===== config.mk =====
export PLATFORM = sky130hd
export DESIGN_NAME = pp_frame_buffer
export DESIGN_NICKNAME = d
export VERILOG_FILES = /design/src/rtl/pp_fb_pkg.sv /design/src/rtl/pp_fb_bank.sv /design/src/rtl/pp_fb_wr.sv /design/src/rtl/pp_fb_rd.sv /design/src/rtl/pp_fb_role.sv /design/src/rtl/pp_frame_buffer.sv
export SDC_FILE = /design/constraint.sdc
export NUM_CORES = 1
export LEC_CHECK = 0
export BUFFER_PORTS_ARGS = -buffer_cell sky130_fd_sc_hd__buf_2
export CORE_ASPECT_RATIO = 1.2
export CORE_MARGIN = 2
export CORE_UTILIZATION = 55
export DETAILED_ROUTE_END_ITERATION = 8
export PLACE_DENSITY_LB_ADDON = 0.08
export SETUP_SLACK_MARGIN = 0.4
export SLEW_MARGIN = 10
export SYNTH_ARGS = -nofsm -noshare
export SYNTH_HDL_FRONTEND = slang
export SYNTH_SLANG_ARGS = --single-unit

===== constraint.sdc =====
create_clock -name clk -period 1.95 [get_ports clk]
set_input_delay 0.0975 -clock clk [delete_from_list [all_inputs] [get_ports clk]]
set_output_delay 0.0975 -clock clk [all_outputs]
set_load 0.01 [all_outputs]

===== src/rtl/pp_fb_pkg.sv =====
package pp_fb_pkg;
  localparam logic [7:0] CMD_PVIDEO = 8'hC3;
  localparam int         NUM_BANKS  = 2;
endpackage


===== src/rtl/pp_fb_bank.sv =====
module pp_fb_bank #(
  parameter int DW    = 8,
  parameter int DEPTH = 16,
  parameter int AW    = 4
) (
  input  logic          clk,
  input  logic          we,
  input  logic          wsel,
  input  logic [AW-1:0] waddr,
  input  logic [DW-1:0] wdata,
  input  logic          rsel,
  input  logic [AW-1:0] raddr,
  output logic [DW-1:0] rdata
);
  import pp_fb_pkg::*;

  logic [DW-1:0] bank_rd [NUM_BANKS];

  for (genvar b = 0; b < NUM_BANKS; b++) begin : g_bank
    logic [DW-1:0] mem [DEPTH];
    logic          bank_we;

    assign bank_we = we && (wsel == b[0]);

    always_ff @(posedge clk) begin
      if (bank_we) begin
        mem[waddr] <= wdata;
      end
    end

    assign bank_rd[b] = mem[raddr];
  end

  assign rdata = rsel ? bank_rd[1] : bank_rd[0];
endmodule


===== src/rtl/pp_fb_wr.sv =====
module pp_fb_wr #(
  parameter int DEPTH = 16,
  parameter int AW    = 4,
  parameter int OVF_W = 8
) (
  input  logic             clk,
  input  logic             rst_n,
  input  logic             rx_valid,
  input  logic             rx_sof,
  input  logic             busy_i,
  output logic             we_o,
  output logic [AW-1:0]    waddr_o,
  output logic             frame_done_o,
  output logic [OVF_W-1:0] ovf_o
);
  localparam logic [AW-1:0]    LAST_ADDR = AW'(DEPTH - 1);
  localparam logic [OVF_W-1:0] OVF_MAX   = '1;

  logic [AW-1:0]    wr_addr_q, wr_addr_d;
  logic [OVF_W-1:0] ovf_q, ovf_d;
  logic             ovf_inc;

  always_comb begin
    we_o         = rx_valid && !busy_i;
    waddr_o      = rx_sof ? '0 : wr_addr_q;
    frame_done_o = we_o && (waddr_o == LAST_ADDR);
    wr_addr_d    = wr_addr_q;
    if (we_o) begin
      wr_addr_d = frame_done_o ? '0 : waddr_o + 1'b1;
    end
    ovf_inc = rx_valid && busy_i && (ovf_q != OVF_MAX);
    ovf_d   = ovf_inc ? ovf_q + 1'b1 : ovf_q;
  end

  always_ff @(posedge clk or negedge rst_n) begin
    if (!rst_n) begin
      wr_addr_q <= '0;
      ovf_q     <= '0;
    end else begin
      wr_addr_q <= wr_addr_d;
      ovf_q     <= ovf_d;
    end
  end

  assign ovf_o = ovf_q;

  p_drop_count_r8: assert property (@(posedge clk) disable iff (!rst_n)
    (rx_valid && busy_i && ovf_q != OVF_MAX) |=> (ovf_q == $past(ovf_q) + 1'b1));

  p_drop_keeps_addr_r8: assert property (@(posedge clk) disable iff (!rst_n)
    (busy_i) |=> (wr_addr_q == $past(wr_addr_q)));
endmodule


===== src/rtl/pp_fb_rd.sv =====
module pp_fb_rd #(
  parameter int DEPTH = 16,
  parameter int AW    = 4
) (
  input  logic          clk,
  input  logic          rst_n,
  input  logic          start_i,
  input  logic          px_ready,
  output logic          px_valid,
  output logic          px_last,
  output logic [AW-1:0] raddr_o,
  output logic          run_o
);
  localparam logic [AW-1:0] LAST_ADDR = AW'(DEPTH - 1);

  logic          run_q, run_d;
  logic [AW-1:0] addr_q, addr_d;
  logic          beat;

  always_comb begin
    beat   = run_q && px_ready;
    run_d  = run_q;
    addr_d = addr_q;
    if (start_i) begin
      run_d  = 1'b1;
      addr_d = '0;
    end else if (beat) begin
      if (addr_q == LAST_ADDR) begin
        run_d  = 1'b0;
        addr_d = '0;
      end else begin
        addr_d = addr_q + 1'b1;
      end
    end
  end

  always_ff @(posedge clk or negedge rst_n) begin
    if (!rst_n) begin
      run_q  <= 1'b0;
      addr_q <= '0;
    end else begin
      run_q  <= run_d;
      addr_q <= addr_d;
    end
  end

  assign px_valid = run_q;
  assign px_last  = run_q && (addr_q == LAST_ADDR);
  assign raddr_o  = addr_q;
  assign run_o    = run_q;

  p_stall_hold_r5: assert property (@(posedge clk) disable iff (!rst_n)
    (px_valid && !px_ready) |=> (px_valid && $stable(raddr_o)));

  p_last_ends_r5: assert property (@(posedge clk) disable iff (!rst_n)
    (px_valid && px_last && px_ready) |=> !px_valid);
endmodule


===== src/rtl/pp_fb_role.sv =====
module pp_fb_role (
  input  logic       clk,
  input  logic       rst_n,
  input  logic       cmd_valid,
  input  logic [7:0] cmd_op,
  input  logic [7:0] cmd_val,
  input  logic       frame_done_i,
  input  logic       rd_run_i,
  output logic       active_o,
  output logic       en_o,
  output logic       pending_o,
  output logic       start_o
);
  import pp_fb_pkg::*;

  logic active_q, active_d;
  logic en_q, en_d;
  logic pend_q, pend_d;
  logic loaded_q, loaded_d;
  logic swap_go;

  always_comb begin
    start_o  = !rd_run_i && loaded_q && en_q;
    swap_go  = (frame_done_i || pend_q) && !rd_run_i && !start_o;
    active_d = active_q;
    loaded_d = loaded_q;
    pend_d   = pend_q;
    en_d     = en_q;
    if (cmd_valid && (cmd_op == CMD_PVIDEO)) begin
      en_d = cmd_val[0];
    end
    if (swap_go) begin
      active_d = !active_q;
      loaded_d = 1'b1;
      pend_d   = 1'b0;
    end else begin
      if (frame_done_i) begin
        pend_d = 1'b1;
      end
      if (start_o) begin
        loaded_d = 1'b0;
      end
    end
  end

  always_ff @(posedge clk or negedge rst_n) begin
    if (!rst_n) begin
      active_q <= 1'b0;
      en_q     <= 1'b0;
      pend_q   <= 1'b0;
      loaded_q <= 1'b0;
    end else begin
      active_q <= active_d;
      en_q     <= en_d;
      pend_q   <= pend_d;
      loaded_q <= loaded_d;
    end
  end

  assign active_o  = active_q;
  assign en_o      = en_q;
  assign pending_o = pend_q;

  p_swap_when_idle_r7: assert property (@(posedge clk) disable iff (!rst_n)
    (active_q != $past(active_q)) |-> !$past(rd_run_i));

  p_pending_blocks_r7: assert property (@(posedge clk) disable iff (!rst_n)
    (pend_q && rd_run_i) |=> (active_q == $past(active_q)));
endmodule


===== src/rtl/pp_frame_buffer.sv =====
module pp_frame_buffer #(
  parameter int DATA_W      = 8,
  parameter int FRAME_WORDS = 16,
  parameter int OVF_W       = 8
) (
  input  logic              clk,
  input  logic              rst_n,
  input  logic              rx_valid,
  input  logic              rx_sof,
  input  logic [DATA_W-1:0] rx_data,
  input  logic              cmd_valid,
  input  logic [7:0]        cmd_op,
  input  logic [7:0]        cmd_val,
  output logic              px_valid,
  input  logic              px_ready,
  output logic [DATA_W-1:0] px_data,
  output logic              px_last,
  output logic              stat_active,
  output logic              stat_enable,
  output logic              stat_swap_pending,
  output logic              busy,
  output logic [OVF_W-1:0]  ovf_count
);
  localparam int AW = (FRAME_WORDS > 1) ? $clog2(FRAME_WORDS) : 1;

  logic          we;
  logic [AW-1:0] waddr;
  logic [AW-1:0] raddr;
  logic          frame_done;
  logic          rd_run;
  logic          rd_start;
  logic          active;
  logic          en;
  logic          pending;

  pp_fb_wr #(.DEPTH(FRAME_WORDS), .AW(AW), .OVF_W(OVF_W)) u_wr (
    .clk          (clk),
    .rst_n        (rst_n),
    .rx_valid     (rx_valid),
    .rx_sof       (rx_sof),
    .busy_i       (pending),
    .we_o         (we),
    .waddr_o      (waddr),
    .frame_done_o (frame_done),
    .ovf_o        (ovf_count)
  );

  pp_fb_role u_role (
    .clk          (clk),
    .rst_n        (rst_n),
    .cmd_valid    (cmd_valid),
    .cmd_op       (cmd_op),
    .cmd_val      (cmd_val),
    .frame_done_i (frame_done),
    .rd_run_i     (rd_run),
    .active_o     (active),
    .en_o         (en),
    .pending_o    (pending),
    .start_o      (rd_start)
  );

  pp_fb_rd #(.DEPTH(FRAME_WORDS), .AW(AW)) u_rd (
    .clk      (clk),
    .rst_n    (rst_n),
    .start_i  (rd_start),
    .px_ready (px_ready),
    .px_valid (px_valid),
    .px_last  (px_last),
    .raddr_o  (raddr),
    .run_o    (rd_run)
  );

  pp_fb_bank #(.DW(DATA_W), .DEPTH(FRAME_WORDS), .AW(AW)) u_bank (
    .clk   (clk),
    .we    (we),
    .wsel  (!active),
    .waddr (waddr),
    .wdata (rx_data),
    .rsel  (active),
    .raddr (raddr),
    .rdata (px_data)
  );

  assign stat_active       = active;
  assign stat_enable       = en;
  assign stat_swap_pending = pending;
  assign busy              = pending;

  p_no_stream_disabled_r4: assert property (@(posedge clk) disable iff (!rst_n)
    $rose(px_valid) |-> $past(en));

  p_data_stable_r5: assert property (@(posedge clk) disable iff (!rst_n)
    (px_valid && !px_ready) |=> $stable(px_data));
endmodule


==> summary.md, run 1 <==
| Metric | Value |
|---|---|
| Status | `finished with violations` |
| Failing checks | `negative setup slack` |
| Syn_nets | `627` |
| Clock tree root buffer cell | `clkbuf_16` |
| Mapped Area | `11000 um2` |
| Via density | `roughly 6` |
| Final Hold Violating Endpoints | `0` |
| Worst Hold Class | `in -> async` |
| Global-route wire length before repair | `39.1 mm` |
| Buffers on Ports | `44` |
| Worst-margin pin slew | `0.675 ns` |
| Fmax | `384 MHz` |
| Clk buf depth | `3` |
| Yosys top cell by area | `edfxtp_1` |
| Min cycle time layout | `2.61 ns` |
| Initial Utilization | `0.563` |
| Routability cong. | `0.761` |
| CP endpoint | `px_data[0]` |
| Core region area | `19600 um2` |
| Worst R2R Setup Slack | `0.07 ns` |
| Die area | `21200 um2` |
| Pleak | `4.82 nW` |
| Clock-pin slew on the worst setup and hold paths | `0.06 ns` |
| Top FF cell, synth | `edfxtp_1` |
| Required time of the worst setup path | `1.85 ns` |
| # rows | `56` |
| Area growth, synth to finish | `29.2%` |
| Number of I/O pins | `52` |
| Rel. slew slack | `0.550` |
| Vias in the first global route | `6346` |
| Hpwl dp | `15.8 mm` |
| Synth top area share | `0.696` |
| Cell total after placement | `909` |
| Layout Nets | `approximately 770` |
| Syn_area_per_cell | `18.7 um2` |
| Synth unique cells | `48` |
| Min Hold Slack | `approximately 0.087 ns` |
| Final Setup Violations | `9` |
| Die width | `133 um` |
| CTS tree | `yes` |
| Most frequent cell after synthesis | `edfxtp_1` |
| Worst EP arrival | `approximately 2.5 ns` |
| Clock skew | `slightly below 0.009 ns` |
| Antenna Nets Post-Route | `0` |
| CP startpoint | `u_rd.raddr_o[0]` |
| Number of synthesized flops with an enable pin | `between 200 and 300` |
| R2R Path Start | `u_rd.raddr_o[0]` |
| Worst r2r path cells | `8` |
| R2r endpoint | `u_rd.raddr_o[3]` |
| Drt first pass iters | `5` |
| Grt total ovfl | `0` |
| DRC errors left | `0` |
| Clk_lat worst skew | `0.52 ns` |
| Slack of the critical path | `-0.657 ns` |
| Pwr dens | `1210 nW/um2` |
| Max cap viols | `0` |
| Setup CP Type | `reg -> out` |
| Initial DRC Count | `between 500 and 600` |
| Cts bufs inserted | `27` |
| Mapped Cells | `591` |
| Tcrit/Tclk final | `1.34` |
| Worst setup SP type | `register` |
| Final Slew Violations | `0` |
| Vias | `6148` |
| Die extent in y | `approximately 160 um` |
| Post-Route WL | `about 26 mm` |
| Synth warn | `0` |
| Layout cells sized above 1 | `0.430` |
| Multi-input gate area | `3360 um2` |
| Register area share after synthesis | `0.743` |
| Worst Setup End Kind | `primary output` |
| RSZ-0062 raised after global routing | `true` |
| Fillcell total | `1179` |
| WL per Instance | `25.4 um` |
| # diodes | `0` |
| Clock sink total | `277` |
| H-tree depth | `1` |
| Synth cell count leaders | `256 x edfxtp_1, 47 x mux4_2, 38 x nor2_1, 34 x mux2i_1` |
| Sequential cell area | `8220 um2` |
| Max FO, Critical Path | `5` |
| Largest net degree at the start of global routing | `33` |
| Post-Layout Cell Count | `between 1000 and 1500` |
| Top cells by area, synth | `edfxtp_1 70%, mux4_2 9.6%, dfrtp_1 4.8%` |
| Maximum VDD drop | `796 uV` |
| Synth Register Bits | `about 280` |
| Global Route Usage Sum | `0.247` |
| Async set-reset flop share out of synthesis | `0.0758` |
| Antenna violations before repair | `0` |
==> critical path: stages, from the launching register on <==
cell and delay (ns):
dfrtp_4 0.52, buf_8 0.16, mux4_2 0.50, a22o_1 0.30, a2111oi_4 0.30, a21oi_2 0.06
buf_2 0.15
==> stage by stage <==
step                power (mW)  worst slack [ns]  instance area, um2   util  setup TNS [ns]
finish                    17.3            -0.657               14300  0.728           -5.10
global route              17.9            -0.713               14300  0.728           -5.57
CTS                       17.1            -0.617               14000  0.716           -5.13
detailed placement        11.6            -0.317               12200  0.623           -2.71
global placement          11.6            -0.339               12200  0.623           -2.61
floorplan                 10.1             0.166               11500      -               0
==> cell families (layout without fill, tap and decap cells) <==
family | Yosys count | in the layout | share of synthesized area
buffers and inverters | 37 | 194 | 0.0195
AOI/OAI and AO/OA | 79 | 79 | 0.0516
and+or+nand+nor | 103 | 103 | 0.0452
xor gates and xnor gates | 5 | 5 | 0.00396
DFF | 277 | 277 | 0.743
muxes | 84 | 84 | 0.130
adders and majority gates | 6 | 6 | 0.00679
==> registers in the layout, summed over array words and instances (netlist names) <==
register,cells
u_wr.ovf_o,8
u_role.pending_o,1
u_role.loaded_q,1
u_rd.raddr_o,4
u_bank.g_bank.mem,256
u_role.en_o,1
u_wr.wr_addr_q,4
u_role.active_o,1
u_rd.px_valid,1
==> routing by layer <==
layer	vias up	GRT usage	routed length, um
met1	3223	0.349	10300
met3	38	0.0258	1290
met5	-	0	0
met2	199	0.415	13500
li1	2688	-	-
met4	0	0.0687	584
==> worst min-delay path by stage <==
stage | start | end | slack (ns) | cells past startpoint
after floorplan | rst_n | u_rd.px_valid | -0.20 | 0
after global placement | rst_n | u_wr.ovf_o[4] | 0.08 | 1
after detailed placement | rst_n | u_wr.ovf_o[3] | 0.1 | 1
after CTS | rx_valid | u_wr.wr_addr_q[1] | 0.08 | 4
after global routing | rst_n | u_wr.ovf_o[7] | 0.13 | 2
final | rst_n | u_wr.ovf_o[4] | 0.09 | 2
==> layout make-up <==
type,count,share of cell area
clock inverter,16,0.00692
sequential,277,0.576
multi-input combinational,277,0.235
inverter,4,0.00140
timing repair buffer,144,0.110
tap,261,0.0229
clock buffer,30,0.0481
==> cell usage in the layout, fill, tap and decap left out, types with 4 or more instances in the layout <==
master / synthesis / routed
a21oi_1: 21 / 11
ha_4: 0 / 6
dfrtp_2: 0 / 4
buf_12: 1 / 33
a2111oi_4: 0 / 7
o21ai_0: 8 / 7
buf_2: 9 / 43
nand3_4: 0 / 4
clkbuf_16: 0 / 28
a21oi_2: 0 / 9
dlygate4sd3_1: 0 / 5
buf_6: 4 / 22
clkinv_2: 0 / 7
mux2i_1: 34 / 34
nor2_4: 0 / 35
edfxtp_1: 256 / 256
dfrtp_1: 21 / 16
o221ai_1: 8 / 8
clkinv_1: 0 / 7
a22oi_2: 0 / 6
buf_8: 0 / 6
nor2b_1: 12 / 5
a22o_1: 9 / 6
mux4_2: 47 / 47
o22ai_1: 7 / 7
nor2b_4: 0 / 6
nand3_1: 11 / 6
buf_4: 5 / 33
nand2_1: 19 / 16
==> repair_timing <==
action                                 CTS  global route
pin swaps                               35            24
hold buffers                             5             0
setup endpoints to repair              272           275
endpoints found under the hold margin   24             0
buffers inserted                        41             6
resized for setup                       77            34
cloned                                   1             1
==> where the power goes <==
group	leakage (nW)	total [mW]	internal, mW	switching, mW
Combinational	1.86	5.76	2.98	2.79
Clock	0.389	4.68	2.64	2.04
Sequential	2.57	6.81	6.62	0.186
Total	4.82	17.3	12.2	5.02
(Power assumes the default switching activity.)
==> run 2: changes to the inputs <==
- REMOVE_ABC_BUFFERS: default -> 1
==> run 2 against run 1 <==
The flow still finishes with violations (negative setup slack). Largest cell class unchanged. Non-clock buffer count increased by 2. Clock power barely moved. Global-route usage shrank 1.6 points. Sequential power about the same.
==> summary.md, run 2 (synthesized netlist as in run 1, its figures left out) <==
| Metric | Value |
|---|---|
| Final Setup Violations | `9 (unchanged)` |
| Worst Hold Class | `in -> async (unchanged)` |
| DRC errors left | `0 (unchanged)` |
| Global Route Usage Sum | `0.231 (was 0.247)` |
| Final Hold Violating Endpoints | `0 (unchanged)` |
| Clock skew | `0.0190 ns (was 0.00875 ns)` |
| Biggest register | `u_bank.g_bank.mem (unchanged)` |
| Worst r2r path cells | `7 (was 8)` |
| Multi-input gate area | `3300 um2 (was 3360 um2)` |
| Critical Path Stages | `8 (was 6)` |
| Grt total ovfl | `0 (unchanged)` |
| Worst setup SP type | `register (unchanged)` |
| Max cap viols | `0 (unchanged)` |
| Setup CP Type | `reg -> out (unchanged)` |
| Clock sink total | `277 (unchanged)` |
| # rows | `56 (unchanged)` |
| Util after Layout | `0.712 (was 0.728)` |
| Worst Setup End Kind | `primary output (unchanged)` |
| Post-Route WL | `24.6 mm (was 25.7 mm)` |
| Pwr dens | `1210 nW/um2 (about the same)` |
| Largest net degree at the start of global routing | `33 (unchanged)` |
| Fmax | `359 MHz (was 384 MHz)` |
| Vias | `5987 (was 6148)` |
| Slowest CP cell | `dfrtp_4 (unchanged)` |
| Worst-margin pin slew | `0.669 ns (was 0.675 ns)` |
| Clock tree root buffer cell | `clkbuf_16 (unchanged)` |
| Final Instance Area | `14000 um2 (was 14300 um2)` |
| Commonest non-fill, non-tap cell in the layout | `edfxtp_1 (unchanged)` |
| Die area | `21200 um2 (unchanged)` |
| Tot Pwr | `16.9 mW (was 17.3 mW)` |
| Cell mode on critical path | `buf_12` |
| # diodes | `0 (unchanged)` |
| Min cycle time layout | `2.79 ns (was 2.61 ns)` |
| Sequential cell area | `8220 um2 (unchanged)` |
| Switching power share of the total | `0.288 (was 0.291)` |
| H-tree depth | `1 (unchanged)` |
| Layout cells sized above 1 | `0.431 (was 0.430)` |
| Most frequent cells in the layout | `256 x edfxtp_1, 48 x buf_4, 47 x mux4_2 (was 256 x edfxtp_1, 47 x mux4_2, 43 x buf_2)` |
| WL per Instance | `24.3 um (was 25.4 um)` |
| Global-route wire length before repair | `36.7 mm (was 39.1 mm)` |
| Routability cong. | `0.795 (was 0.761)` |
| Maximum VDD drop | `829 uV (was 796 uV)` |
| Area growth, synth to finish | `26.5% (was 29.2%)` |
| Rel. slew slack | `0.554 (was 0.550)` |
| Core region area | `19600 um2 (unchanged)` |
| Flop pwr share | `0.402 (was 0.395)` |
| Buffers on Ports | `44 (unchanged)` |
| Number of I/O pins | `52 (unchanged)` |
| Status | `finished with violations (unchanged)` |
| Failing checks | `negative setup slack (unchanged)` |
| Fin Setup TNS | `-5.97 ns (was -5.10 ns)` |
| Antenna violations before repair | `0 (unchanged)` |
| Delay-heaviest family, CP | `compound AO/OA/AOI/OAI gates (unchanged)` |
| Clock share of power | `0.279 (was 0.271)` |
| Worst EP arrival | `2.69 ns (was 2.51 ns)` |
| Initial Utilization | `0.563 (unchanged)` |
| DP Area | `12000 um2 (was 12200 um2)` |
| Required time of the worst setup path | `1.85 ns (about the same)` |
| Clk buf depth | `3 (unchanged)` |
| Min Hold Slack | `0.0686 ns (was 0.0866 ns)` |
| Antenna Nets Post-Route | `0 (unchanged)` |
| Clock-pin slew on the worst setup and hold paths | `0.06 ns (about the same)` |
| Max incr delay on CP | `0.50 ns (was 0.52 ns)` |
| Via density | `5.91 (was 6.09)` |
| Tcrit/Tclk final | `1.43 (was 1.34)` |
| Drt first pass iters | `4 (was 5)` |
| Buffers & Inverters on Critical Path | `4 (was 2)` |
| Clk_lat worst skew | `0.53 ns (was 0.52 ns)` |
| Switching Power | `4.85 mW (was 5.02 mW)` |
| Cts bufs inserted | `26 (was 27)` |
| Pleak | `4.78 nW (was 4.82 nW)` |
| Die width | `133 um (unchanged)` |
| Layout Nets | `768 (was 767)` |
| CP Cell Sequence | `buf_12 > buf_12 > mux4_2 > a22o_4 > a2111oi_4 > buf_4 > a21oi_2 > buf_2 (was buf_8 > mux4_2 > a22o_1 > a2111oi_4 > a21oi_2 > buf_2)` |
| CTS tree | `yes (unchanged)` |
| Slack of the critical path | `-0.837 ns (was -0.657 ns)` |
| Initial DRC Count | `461 (was 540)` |
| Final Slew Violations | `0 (unchanged)` |
| Hpwl dp | `14.9 mm (was 15.8 mm)` |
| Vias in the first global route | `6285 (was 6346)` |
| Die extent in y | `159 um (unchanged)` |
| Largest register FFs | `256 (unchanged)` |
| RSZ-0062 raised after global routing | `true (unchanged)` |
| Fillcell total | `1219 (was 1179)` |
| Internal power | `12.0 mW (was 12.2 mW)` |
| Max FO, Critical Path | `5 (unchanged)` |
| Combinational fraction of design power | `0.318 (was 0.334)` |
==> run 2: changes by cell type in the layout (fill, tap and decap cells not counted), moves of 5 or more <==
cell	delta
buf_6	+6
nor2_4	-7
a21oi_2	-7
buf_12	-24
buf_4	+15
nor2_2	+5
a21oi_1	+8
buf_8	+6
==> run 2: final cells by class <==
type,instances,area share
Sequential cell,277,0.588
Multi-Input combinational cell,277,0.236
Timing Repair Buffer,146,0.0935
Clock buffer,31,0.0494
Tap cell,261,0.0234
Clock inverter,17,0.00788
Inverter,4,0.00143
==> run 2: final timing paths <==
kind | startpoint | to | slack, ns
setup / recovery | u_rd.raddr_o[0] | px_data[7] | -0.84
hold / removal | rst_n | u_role.en_o | 0.07
setup reg to reg | u_wr.wr_addr_q[1] | u_bank.g_bank[1].mem[5][0] | 0.16
hold reg to reg | u_wr.ovf_o[2] | u_wr.ovf_o[2] | 0.53
max in group asynchronous | rst_n | u_wr.ovf_o[2] | 1.52
min in group clk | rx_data[6] | u_bank.g_bank[0].mem[1][6] | 0.10
==> run 2: through the flow <==
stage / setup slack, ns / cells
after global routing: -0.891 / 1013
final: -0.837 / 1013
after detailed placement: -0.916 / 938
after global placement: -0.914 / 938
after CTS: -0.821 / 1008
after floorplan: -2.42 / 558
==> run 2: what timing repair did <==
item / 4_1_cts / 5_1_grt
hold endpoints to repair: 27 / 0
gates resized for setup: 125 / 80
pin swaps: 36 / 18
setup endpoints to repair: 273 / 272
buffers inserted: 17 / 5
hold buffers: 5 / 0
cloned: 0 / 0
==> run 2: power groups by stage <==
stage | combinational [mW] | sequential (mW) | clock (mW)
2_1_floorplan | 1.95 | 7.23 | 0
3_3_place_gp | 4.31 | 6.97 | 0
3_5_place_dp | 4.38 | 6.98 | 0
4_1_cts | 5.18 | 6.78 | 4.78
5_1_grt | 5.68 | 6.80 | 5.01
6_report | 5.37 | 6.79 | 4.71
==> run 2: worst reg2reg max path: cells and delay by family, from the launching register on <==
kind | cells | cell delay (ns)
fa+ha+maj | 1 | 0.13
buf+inv | 3 | 0.37
flops | 1 | 0.39
simple gates | 3 | 0.61
==> run 2: per-layer routing <==
layer  wire length, um  GRT usage  part of all wire  vias to the layer above
met5                 0          0                 0                        -
met4               515     0.0721             0.021                        0
met3              1450     0.0334             0.059                       33
met2             12900      0.391              0.52                      179
met1              9740      0.314              0.40                     3090
li1                  -          -                 -                     2685
==> run 3: changes to the inputs <==
- CELL_PAD_IN_SITES_DETAIL_PLACEMENT: default -> 1
- CELL_PAD_IN_SITES_GLOBAL_PLACEMENT: default -> 1
- CORE_UTILIZATION: 55 -> 48
- CTS_CLUSTER_DIAMETER: default -> 50
- RECOVER_POWER: default -> 25
==> run 3 against run 2 <==
The run ends with max-capacitance violations, max-slew violations, negative setup slack left. Register-to-register slack lost 0.20 ns. Clock power grew 5.9%. Final cell count increased by 4.8%. Die area grew 14%. Via count up 3.6%. Non-clock buffer count increased by 27. First-iteration DRC count decreased by 1.7%. Utilization shrank 6.9 points. Sequential share of layout area is 2.1 points lower. Combinational power is 15% higher.
==> summary.md, run 3 (synthesized netlist as in run 1, its figures left out) <==
| Metric | Value |
|---|---|
| Setup CP Type | `reg -> out (unchanged)` |
| Buffers on Ports | `44 (unchanged)` |
| Tcrit/Tclk final | `1.42 (was 1.43)` |
| Most frequent cells in the layout | `256 x edfxtp_1, 54 x buf_4, 48 x buf_6 (was 256 x edfxtp_1, 48 x buf_4, 47 x mux4_2)` |
| # rows | `60 (was 56)` |
| Grt peak-use layer | `met2 (unchanged)` |
| Clk_lat worst skew | `0.55 ns (was 0.53 ns)` |
| Post-Layout Cell Count | `1062 (was 1013)` |
| Final Slew Violations | `164 (was 0)` |
| Hpwl dp | `16.8 mm (was 14.9 mm)` |
| Rel. slew slack | `-0.0787 (was 0.554)` |
| Max cap viols | `5 (was 0)` |
| Fillcell total | `1926 (was 1219)` |
| Switching Power | `5.37 mW (was 4.85 mW)` |
| WL per Instance | `26.7 um (was 24.3 um)` |
| Pwr dens | `1240 nW/um2 (was 1210 nW/um2)` |
| Vias | `6203 (was 5987)` |
| Antenna violations before repair | `0 (unchanged)` |
| Max incr delay on CP | `0.53 ns (was 0.50 ns)` |
| Met1 Resource Use GR | `0.301 (was 0.314)` |
| Pleak | `4.98 nW (was 4.78 nW)` |
| Required time of the worst setup path | `1.85 ns (about the same)` |
| Worst EP arrival | `2.67 ns (was 2.69 ns)` |
| Grt total ovfl | `0 (unchanged)` |
| Die area | `24300 um2 (was 21200 um2)` |
| Clock sink total | `277 (unchanged)` |
| Initial Utilization | `0.491 (was 0.563)` |
| CP Cell Sequence | `buf_8 > buf_12 > buf_12 > mux4_2 > a22o_4 > a2111oi_4 > a21oi_1 > buf_2 (was buf_12 > buf_12 > mux4_2 > a22o_4 > a2111oi_4 > buf_4 > a21oi_2 > buf_2)` |
| Drt first pass iters | `4 (unchanged)` |
| Cell mode on critical path | `buf_12 (unchanged)` |
| Worst Hold Class | `in -> async (unchanged)` |
| Cts bufs inserted | `29 (was 26)` |
| Vias in the first global route | `6819 (was 6285)` |
| Die extent in y | `170 um (was 159 um)` |
| Met3 Use GR | `0.0346 (was 0.0334)` |
| Worst Setup End Kind | `primary output (unchanged)` |
| Global-route wire length before repair | `42.0 mm (was 36.7 mm)` |
| Min cycle time layout | `2.77 ns (was 2.79 ns)` |
| Commonest non-fill, non-tap cell in the layout | `edfxtp_1 (unchanged)` |
| Core region area | `22500 um2 (was 19600 um2)` |
| Flop pwr share | `0.379 (was 0.402)` |
| Initial DRC Count | `453 (was 461)` |
| Clock skew | `0.0340 ns (was 0.0190 ns)` |
| Buffers & Inverters on Critical Path | `4 (unchanged)` |
| Routability cong. | `0.760 (was 0.795)` |
| Multi-input gate area | `3430 um2 (was 3300 um2)` |
| Failing checks | `max-capacitance violations, max-slew violations, negative setup slack (was negative setup slack)` |
| H-tree depth | `1 (unchanged)` |
| Internal power | `12.6 mW (was 12.0 mW)` |
| Max FO, Critical Path | `5 (unchanged)` |
| Largest register FFs | `256 (unchanged)` |
| Combinational fraction of design power | `0.344 (was 0.318)` |
| CTS tree | `yes (unchanged)` |
| Worst setup SP type | `register (unchanged)` |
| Clk buf depth | `3 (unchanged)` |
| Cell total after placement | `958 (was 938)` |
| Fmax | `361 MHz (was 359 MHz)` |
| Tot Pwr | `18.0 mW (was 16.9 mW)` |
| Final Hold Violating Endpoints | `0 (unchanged)` |
| Number of I/O pins | `52 (unchanged)` |
| Sequential cell area | `8220 um2 (about the same)` |
| Worst-margin pin slew | `1.62 ns (was 0.669 ns)` |
| Final Setup Violations | `10 (was 9)` |
| Global-route met2 utilization | `0.404 (was 0.391)` |
| Status | `finished with violations (unchanged)` |
| Slowest CP cell | `dfrtp_4 (unchanged)` |
| Largest net degree at the start of global routing | `33 (unchanged)` |
| Global Route Usage Sum | `0.235 (was 0.231)` |
| Delay-heaviest family, CP | `compound AO/OA/AOI/OAI gates (unchanged)` |
| Clock-pin slew on the worst setup and hold paths | `0.06 ns (about the same)` |
| RSZ-0062 raised after global routing | `true (unchanged)` |
| Biggest register | `u_bank.g_bank.mem (unchanged)` |
| # diodes | `0 (unchanged)` |
| DP Worst Slack | `-0.738 ns (was -0.916 ns)` |
| Area growth, synth to finish | `31.1% (was 26.5%)` |
| Clock share of power | `0.277 (was 0.279)` |
| Maximum VDD drop | `729 uV (was 829 uV)` |
| Slack of the critical path | `-0.821 ns (was -0.837 ns)` |
| Die width | `143 um (was 133 um)` |
| Clock tree root buffer cell | `clkbuf_16 (unchanged)` |
| Antenna Nets Post-Route | `0 (unchanged)` |
| DRC errors left | `0 (unchanged)` |
| Layout cells sized above 1 | `0.461 (was 0.431)` |
| Post-Route WL | `28.3 mm (was 24.6 mm)` |
| Layout Nets | `798 (was 768)` |
| Switching power share of the total | `0.299 (was 0.288)` |
| Fin Setup TNS | `-6.47 ns (was -5.97 ns)` |
| Via density | `5.84 (was 5.91)` |
==> run 3: cell types whose count changed in the layout (fill, tap and decap cells not counted), moves of 4 or more <==
cell | previous run | this run
nor2_4 | 28 | 32
buf_6 | 28 | 48
buf_2 | 44 | 36
a21oi_2 | 2 | 9
clkbuf_1 | 4 | 13
buf_4 | 48 | 54
a21oi_1 | 19 | 11
==> run 3: path summary, 6_finish.rpt <==
kind	end	cells past startpoint	slack [ns]	start
min in group clk	u_wr.ovf_o[0]	3	0.13	rx_valid
setup / recovery	px_data[3]	8	-0.82	u_rd.raddr_o[0]
setup reg to reg	u_rd.raddr_o[3]	11	-0.04	u_rd.raddr_o[0]
max in group asynchronous	u_wr.ovf_o[0]	2	1.50	rst_n
hold reg to reg	u_wr.ovf_o[4]	1	0.53	u_wr.ovf_o[4]
hold / removal	u_rd.raddr_o[0]	2	0.06	rst_n
==> run 3: metal layers <==
layer	up-vias	part of all wire
li1	2746	-
met1	3237	0.41
met2	174	0.51
met3	46	0.047
met4	0	0.033
met5	-	0
==> run 3: power groups by stage <==
stage	sequential (mW)	combinational, mW	clock [mW]
3_3_place_gp	6.94	4.42	0
5_1_grt	6.83	6.54	5.29
6_report	6.82	6.19	4.99
2_1_floorplan	7.23	1.95	0
4_1_cts	6.79	5.83	5.06
3_5_place_dp	6.96	4.53	0
==> run 3: worst register-to-register path: stages, from the launching register on <==
cell	delay (ns)
dfrtp_4	0.53
buf_6	0.16
buf_6	0.11
buf_6	0.10
buf_6	0.11
ha_4	0.15
and3_4	0.15
buf_6	0.11
buf_6	0.12
a31oi_4	0.15
o21ai_2	0.08
a32oi_1	0.15
==> run 3: layout make-up <==
class / count / area share
clock buffer: 36 / 0.0519
clock inverter: 16 / 0.00682
inverter: 4 / 0.00104
multi-input combinational: 277 / 0.237
sequential: 277 / 0.568
tap: 279 / 0.0241
timing repair buffer: 173 / 0.112
==> run 3: what timing repair did <==
action,CTS,global route
resized for setup,182,68
hold buffers,5,0
hold endpoints to repair,25,0
pin swaps,47,19
endpoints found under the setup margin,274,274
gates cloned,1,0
setup buffers,36,10
==> run 3: through the flow <==
stage / hold slack [ns] / cell area, um2 / utilization
2_1_floorplan: -0.198 / 10800 / -
3_3_place_gp: 0.0857 / 12100 / 0.536
3_5_place_dp: 0.0957 / 12100 / 0.536
4_1_cts: 0.0415 / 14100 / 0.627
5_1_grt: 0.112 / 14500 / 0.643
6_report: 0.0557 / 14500 / 0.643
